<file path="config.mk">
export PLATFORM = sky130hd
export DESIGN_NAME = ivt_top
export DESIGN_NICKNAME = d
export VERILOG_FILES = /design/src/rtl/ivt_pkg.sv /design/src/rtl/ivt_regs.sv /design/src/rtl/ivt_count.sv /design/src/rtl/ivt_irq.sv /design/src/rtl/ivt_top.sv
export SDC_FILE = /design/constraint.sdc
export NUM_CORES = 1
export LEC_CHECK = 0
export BUFFER_PORTS_ARGS = -buffer_cell sky130_fd_sc_hd__buf_4
export CAP_MARGIN = 20
export CORE_MARGIN = 3
export CORE_UTILIZATION = 41
export DETAILED_ROUTE_END_ITERATION = 10
export GPL_ROUTABILITY_DRIVEN = 0
export PLACE_DENSITY_LB_ADDON = 0.2
export SETUP_SLACK_MARGIN = 0.15
export SLEW_MARGIN = 40
export SYNTH_ARGS = -nofsm -noshare
export SYNTH_HDL_FRONTEND = slang
export SYNTH_SLANG_ARGS = --single-unit
</file>
<file path="constraint.sdc">
create_clock -name clk -period 3 [get_ports clk]
set_input_delay 0.3 -clock clk [delete_from_list [all_inputs] [get_ports clk]]
set_output_delay 0.3 -clock clk [all_outputs]
set_load 0.005 [all_outputs]
</file>
<file path="src/rtl/ivt_pkg.sv">
// Package: shared field positions and types for the interval timer.
// Assumes a data word of at least 16 bits so the error flag position exists.
package ivt_pkg;
    localparam int unsigned NUM_RATES   = 4;
    localparam int unsigned RATE_W      = $clog2(NUM_RATES);
    localparam int unsigned CTL_RUN     = 0;
    localparam int unsigned CTL_RATE_LO = 1;
    localparam int unsigned CTL_MODE    = 3;
    localparam int unsigned CTL_UP      = 4;
    localparam int unsigned CTL_STEP    = 5;
    localparam int unsigned CTL_IE      = 6;
    localparam int unsigned CTL_DONE    = 7;
    localparam int unsigned CTL_ERR     = 15;

    typedef enum logic {
        MODE_SINGLE = 1'b0,
        MODE_REPEAT = 1'b1
    } run_mode_e;

    typedef struct packed {
        logic              run;
        logic [RATE_W-1:0] rate;
        run_mode_e         mode;
        logic              up;
        logic              ie;
    } ctl_t;
endpackage

</file>
<file path="src/rtl/ivt_regs.sv">
// Register file: control word, preset buffer, single-step pulse and read mux.
// Assumes byte offsets 0/2/4 on an ADDR_W-bit address and DATA_W >= 16.
module ivt_regs
    import ivt_pkg::*;
#(
    parameter int unsigned DATA_W = 16,
    parameter int unsigned ADDR_W = 3
) (
    input  logic              clk,
    input  logic              rst_n,
    input  logic              wr_en,
    input  logic [ADDR_W-1:0] addr,
    input  logic [DATA_W-1:0] wdata,
    input  logic              tc,
    input  logic              err,
    input  logic [DATA_W-1:0] cnt,
    output ctl_t              ctl,
    output logic              done,
    output logic [DATA_W-1:0] preset,
    output logic              load,
    output logic              ctl_wr,
    output logic              step_pulse,
    output logic [DATA_W-1:0] rdata
);
    localparam logic [ADDR_W-1:0] OFF_CTL = ADDR_W'(0);
    localparam logic [ADDR_W-1:0] OFF_PRE = ADDR_W'(2);
    localparam logic [ADDR_W-1:0] OFF_CNT = ADDR_W'(4);

    logic [DATA_W-1:0] status_word;

    // Write decode for the two writable registers.
    assign ctl_wr = wr_en && (addr == OFF_CTL);
    assign load   = wr_en && (addr == OFF_PRE);

    // Control fields: written by software, RUN cleared by a single-mode terminal count.
    always_ff @(posedge clk) begin
        if (!rst_n) begin
            ctl <= '0;
        end else if (ctl_wr) begin
            ctl.run  <= wdata[CTL_RUN];
            ctl.rate <= wdata[CTL_RATE_LO +: RATE_W];
            ctl.mode <= run_mode_e'(wdata[CTL_MODE]);
            ctl.up   <= wdata[CTL_UP];
            ctl.ie   <= wdata[CTL_IE];
        end else if (tc && ctl.mode == MODE_SINGLE) begin
            ctl.run <= 1'b0;
        end
    end

    // DONE: set by terminal count, cleared by a control write.
    always_ff @(posedge clk) begin
        if (!rst_n)       done <= 1'b0;
        else if (tc)      done <= 1'b1;
        else if (ctl_wr)  done <= 1'b0;
    end

    // Preset buffer holds the reload value.
    always_ff @(posedge clk) begin
        if (!rst_n)    preset <= '0;
        else if (load) preset <= wdata;
    end

    // Single-step request: one cycle after a control write with step set and RUN clear.
    always_ff @(posedge clk) begin
        if (!rst_n) step_pulse <= 1'b0;
        else        step_pulse <= ctl_wr && wdata[CTL_STEP] && !wdata[CTL_RUN];
    end

    // Assemble the status word; unused bits read 0.
    always_comb begin
        status_word                          = '0;
        status_word[CTL_RUN]                 = ctl.run;
        status_word[CTL_RATE_LO +: RATE_W]   = ctl.rate;
        status_word[CTL_MODE]                = ctl.mode;
        status_word[CTL_UP]                  = ctl.up;
        status_word[CTL_IE]                  = ctl.ie;
        status_word[CTL_DONE]                = done;
        status_word[CTL_ERR]                 = err;
    end

    // Read mux by offset.
    always_comb begin
        case (addr)
            OFF_CTL: rdata = status_word;
            OFF_PRE: rdata = preset;
            OFF_CNT: rdata = cnt;
            default: rdata = '0;
        endcase
    end

    a_r6_run_cleared: assert property (@(posedge clk) disable iff (!rst_n)
        (tc && ctl.mode == MODE_SINGLE && !ctl_wr) |=> !ctl.run);
    a_r10_done_cleared: assert property (@(posedge clk) disable iff (!rst_n)
        (ctl_wr && !tc) |=> !done);
    a_r11_step_once: assert property (@(posedge clk) disable iff (!rst_n)
        (step_pulse && !ctl_wr) |=> !step_pulse);
endmodule

</file>
<file path="src/rtl/ivt_count.sv">
// Counter: steps on the selected tick or a single-step pulse, detects terminal
// count and applies stop-and-clear or reload. Assumes one step at most per cycle.
module ivt_count
    import ivt_pkg::*;
#(
    parameter int unsigned CNT_W = 16
) (
    input  logic                 clk,
    input  logic                 rst_n,
    input  logic [NUM_RATES-1:0] tick_en,
    input  logic [RATE_W-1:0]    rate,
    input  logic                 run,
    input  logic                 up,
    input  run_mode_e            mode,
    input  logic                 step_pulse,
    input  logic                 load,
    input  logic [CNT_W-1:0]     load_val,
    input  logic [CNT_W-1:0]     preset,
    output logic [CNT_W-1:0]     cnt,
    output logic                 tc
);
    localparam logic [CNT_W-1:0] ONE    = CNT_W'(1);
    localparam logic [CNT_W-1:0] ALL1   = {CNT_W{1'b1}};

    logic step;
    logic at_end;

    // A counting step comes from the selected tick while running, or a single step.
    assign step   = (run && tick_en[rate]) || step_pulse;
    assign at_end = up ? (cnt == ALL1) : (cnt == '0);
    assign tc     = step && at_end && !load;

    // Counter update: software load first, then terminal handling, then a plain step.
    always_ff @(posedge clk) begin
        if (!rst_n) begin
            cnt <= '0;
        end else if (load) begin
            cnt <= load_val;
        end else if (tc) begin
            cnt <= (mode == MODE_REPEAT) ? preset : '0;
        end else if (step) begin
            cnt <= up ? cnt + ONE : cnt - ONE;
        end
    end

    a_r2_load: assert property (@(posedge clk) disable iff (!rst_n)
        load |=> cnt == $past(load_val));
    a_r4_step_up: assert property (@(posedge clk) disable iff (!rst_n)
        (step && up && !at_end && !load) |=> cnt == $past(cnt) + ONE);
    a_r4_step_down: assert property (@(posedge clk) disable iff (!rst_n)
        (step && !up && !at_end && !load) |=> cnt == $past(cnt) - ONE);
    a_r6_cleared: assert property (@(posedge clk) disable iff (!rst_n)
        (tc && mode == MODE_SINGLE) |=> cnt == '0);
    a_r7_reload: assert property (@(posedge clk) disable iff (!rst_n)
        (tc && mode == MODE_REPEAT) |=> cnt == $past(preset));
endmodule

</file>
<file path="src/rtl/ivt_irq.sv">
// Interrupt tracking: pending request held until acknowledge, sticky error on a
// repeat-mode terminal count that finds the previous request unserviced.
module ivt_irq
    import ivt_pkg::*;
(
    input  logic      clk,
    input  logic      rst_n,
    input  logic      tc,
    input  logic      ie,
    input  run_mode_e mode,
    input  logic      ack,
    input  logic      clr,
    output logic      pending,
    output logic      err
);
    // Request: set by an enabled terminal count, dropped by acknowledge.
    always_ff @(posedge clk) begin
        if (!rst_n)        pending <= 1'b0;
        else if (tc && ie) pending <= 1'b1;
        else if (ack)      pending <= 1'b0;
    end

    // Error: set on overrun in repeat mode, cleared only by a control write.
    always_ff @(posedge clk) begin
        if (!rst_n)                                          err <= 1'b0;
        else if (tc && mode == MODE_REPEAT && pending && !ack) err <= 1'b1;
        else if (clr)                                        err <= 1'b0;
    end

    a_r8_set: assert property (@(posedge clk) disable iff (!rst_n)
        (tc && ie) |=> pending);
    a_r8_hold: assert property (@(posedge clk) disable iff (!rst_n)
        (pending && !ack) |=> pending);
    a_r9_sticky: assert property (@(posedge clk) disable iff (!rst_n)
        (err && !clr) |=> err);
endmodule

</file>
<file path="src/rtl/ivt_top.sv">
// Interval timer top: ties the register file, counter and interrupt tracker.
// Assumes tick enables are synchronous one-cycle pulses in the clk domain.
module ivt_top
    import ivt_pkg::*;
#(
    parameter int unsigned DATA_W = 16,
    parameter int unsigned ADDR_W = 3
) (
    input  logic                 clk,
    input  logic                 rst_n,
    input  logic [NUM_RATES-1:0] tick_en,
    input  logic                 reg_wr,
    input  logic [ADDR_W-1:0]    reg_addr,
    input  logic [DATA_W-1:0]    reg_wdata,
    output logic [DATA_W-1:0]    reg_rdata,
    output logic                 irq_req,
    input  logic                 irq_ack
);
    ctl_t              ctl;
    logic              done;
    logic [DATA_W-1:0] preset;
    logic [DATA_W-1:0] cnt;
    logic              load;
    logic              ctl_wr;
    logic              step_pulse;
    logic              tc;
    logic              err;

    ivt_regs #(.DATA_W(DATA_W), .ADDR_W(ADDR_W)) u_regs (
        .clk(clk), .rst_n(rst_n), .wr_en(reg_wr), .addr(reg_addr),
        .wdata(reg_wdata), .tc(tc), .err(err), .cnt(cnt), .ctl(ctl),
        .done(done), .preset(preset), .load(load), .ctl_wr(ctl_wr),
        .step_pulse(step_pulse), .rdata(reg_rdata)
    );

    ivt_count #(.CNT_W(DATA_W)) u_count (
        .clk(clk), .rst_n(rst_n), .tick_en(tick_en), .rate(ctl.rate),
        .run(ctl.run), .up(ctl.up), .mode(ctl.mode), .step_pulse(step_pulse),
        .load(load), .load_val(reg_wdata), .preset(preset), .cnt(cnt), .tc(tc)
    );

    ivt_irq u_irq (
        .clk(clk), .rst_n(rst_n), .tc(tc), .ie(ctl.ie), .mode(ctl.mode),
        .ack(irq_ack), .clr(ctl_wr), .pending(irq_req), .err(err)
    );

    a_r9_err_needs_repeat: assert property (@(posedge clk) disable iff (!rst_n)
        $rose(err) |-> ctl.mode == MODE_REPEAT);
    a_r5_tc_sets_done: assert property (@(posedge clk) disable iff (!rst_n)
        tc |=> done);
endmodule

</file>
==> metrics.csv <==
metric,value,unit
crit_path_start,u_regs.ctl[1],
irDropWorstVdd,0.184,mV
hpwlAfterDp,6860,um
vias_per_cell,6.09,
r2r_slack,310,ps
yosys-top-cells-count,"nand2_1 (63), dfxtp_1 (42), nor2_1 (42), a21oi_1 (38), o21ai_0 (23)",
synth_seq_area_share,26.9,%
worstPathCellList,inv_1 > ha_1 > nor2b_1 > o31ai_2 > a211oi_1 > or2_1 > o41ai_1 > a211oi_1,
max_stage_delay,460,ps
n_antenna_cell,0,
fin_ws,309,ps
synth_ff_type,dfxtp_1,
fmax,0.372,GHz
crit_type,register to register,
ys_warn_count,0,
rsz0062_at_grt,no,
setup_violations,0,
ctsRootBufferMaster,clkbuf_8,
grt_max_degree,30,
p_total,1430,uW
endpoint,u_count.cnt[12],
status,"complete, no violations",
portBuffers,43,
reg2reg_to,u_count.cnt[12],
clkTransAtPathRegs,80,ps
cp-end-kind,register,
tightest_slew,594,ps
grt_pass1_wl,15200,um
highest_layer,met4,
route.met2.wl,4400,um
hold_path_depth,2,
cp_common_cell,a211oi_1,
synth_area,0.00312,sq mm
layout.nets,484,
r2r_start,u_regs.ctl[1],
synth.top_cells.by_area,"dfxtp_1 (27%), nand2_1 (7.6%), a21oi_1 (6.1%)",
antenna_found_initial,0,
hold_class,primary input to register,
drv_slew,0,
cp_slowest_cell,dfxtp_1,
finalCritPeriodShare,89.7,%
wl_met3,576,um
cts_buffer_depth,2,
met1_length,4130,um
required,3160,ps
synth_top_area_share,26.9,%
synth_edf_count,0,
htreeDepth,2,
coreArea,0.00733,sq mm
grt_pass1_vias,3103,
die_area,0.00870,sq mm
min_from,reg_wdata[0],
cp-start-kind,register,
fin_skew,10.7,ps
slew_headroom,60.3,%
finalHoldViolations,0,
drtIter0Drc,174,
worst_ep_arrival_time,2850,ps
overflow,0,
crit_buf_inv,1,
initial_core_util,42.6,%
yosys.cell_count.top_type,nand2_1,
r2r_cells,8,
p_leak,0.00146,uW
insertion_delay,290,ps
area_growth,15.3,%
rows,31,
wl,9350,um
track_usage,21.7,%
die_w,93.3,um
tns,0,ps
fin_crit,2690,ps
pre_cts_slack,414,ps
synth.distinct_cells,62,
num_io_pins,44,
crit_fanout,7,
wl_per_cell,17.3,um
postLayoutCoreUtil,49.1,%
first_pass_iters,4,
clock_sinks,42,
power_density,398,mW/mm^2
numCtsBuffers,5,
cts_setup_buffers,0,
drive_gt1_share,17.4,%
ys_ff_latch,42,
cp_top_family,compound AO/OA/AOI/OAI gates,
cp.depth,8,
synth_fp_nets,452,
vias,3297,
num-fill-cells,722,
postSynthAreaPerCell,7.61,sq um
drc,0,
tritoncts,built,
synth_area_leader_cell,dfxtp_1,
synthArstFlopShare,0,%
ant_nets,0,
maxCapViolations,0,
die_y,93.3,um
synth_cells,410,
## report_power, final
group	total, uW	internal (uW)	switching, uW
Clock	354	157	198
Sequential	607	578	29.3
Combinational	472	205	266
Total	1430	940	493
## how the worst min path moves through the flow
stage                              to
finish              u_regs.step_pulse
global route        u_regs.step_pulse
CTS                 u_regs.step_pulse
detailed placement        u_regs.done
global placement          u_regs.done
floorplan           u_regs.step_pulse
## cell type report
| type | instances | area (sq um) | share of cell area (%) |
|---|---|---|---|
| flip-flops and latches | 42 | 841 | 23.4 |
| multi-input cells | 333 | 2130 | 59.3 |
| inverters | 8 | 30.0 | 0.834 |
| clock buffers | 5 | 68.8 | 1.91 |
| clock inverters | 2 | 10.0 | 0.278 |
| repair buffers | 52 | 390 | 10.8 |
| well taps | 99 | 124 | 3.44 |
## sequential cells by signal (all words and copies together), names as in the netlist
name and count:
u_regs.step_pulse 1, u_irq.err 1, u_irq.pending 1, u_count.cnt 16, u_regs.preset 16, u_regs.done 1
u_regs.ctl 6
## layer usage
| layer | up-vias | track usage [%] |
|---|---|---|
| met5 | - | 0 |
| met4 | 0 | 8.79 |
| met3 | 18 | 3.62 |
| met2 | 114 | 35.9 |
| met1 | 1586 | 28.0 |
| li1 | 1579 | - |
## stage by stage
stage               instances  instance area [sq um]  hold slack [ps]
floorplan                 410                   3120              377
global placement          534                   3510              454
detailed placement        534                   3510              454
CTS                       541                   3590              170
global route              541                   3600              174
finish                    541                   3600              180
## kinds of logic (layout without fill, tap and decap cells)
| kind of cell | after synthesis | in the layout | share of synthesized area (%) |
|---|---|---|---|
| AND/OR/NAND/NOR | 160 | 160 | 23.8 |
| AO/OA/AOI/OAI | 135 | 135 | 30.1 |
| flip-flops | 42 | 42 | 26.9 |
| buffers and inverters | 35 | 67 | 4.89 |
| multiplexers | 17 | 17 | 6.29 |
| adder cells (fa/ha/maj) | 15 | 15 | 6.25 |
| XOR/XNOR | 6 | 6 | 1.68 |
## cell usage in the layout (no fill, tap or decap), drive strengths merged, types with 2 or more instances in the layout
cell type	n
nand2	64
o21a	6
nand3b	2
nand2b	3
and4	2
clkbuf	5
a31oi	4
a21boi	2
nor3	8
o41ai	2
or3	2
inv	8
a21oi	39
nand3	10
o22ai	3
nor2	43
o211ai	4
o21bai	2
nor2b	4
nand4	7
clkinv	2
ha	14
nor4	5
xnor2	6
mux2i	15
and2	3
a211oi	9
a22oi	10
dfxtp	42
a221oi	6
o21ai	24
a41oi	8
buf	52
and3	2
a211o	2
a21o	6
## timing repair
item,4_1_cts,5_1_grt
resized for setup,0,1
setup endpoints to repair,0,1
hold buffers,0,0
(Power assumes the default switching activity.)
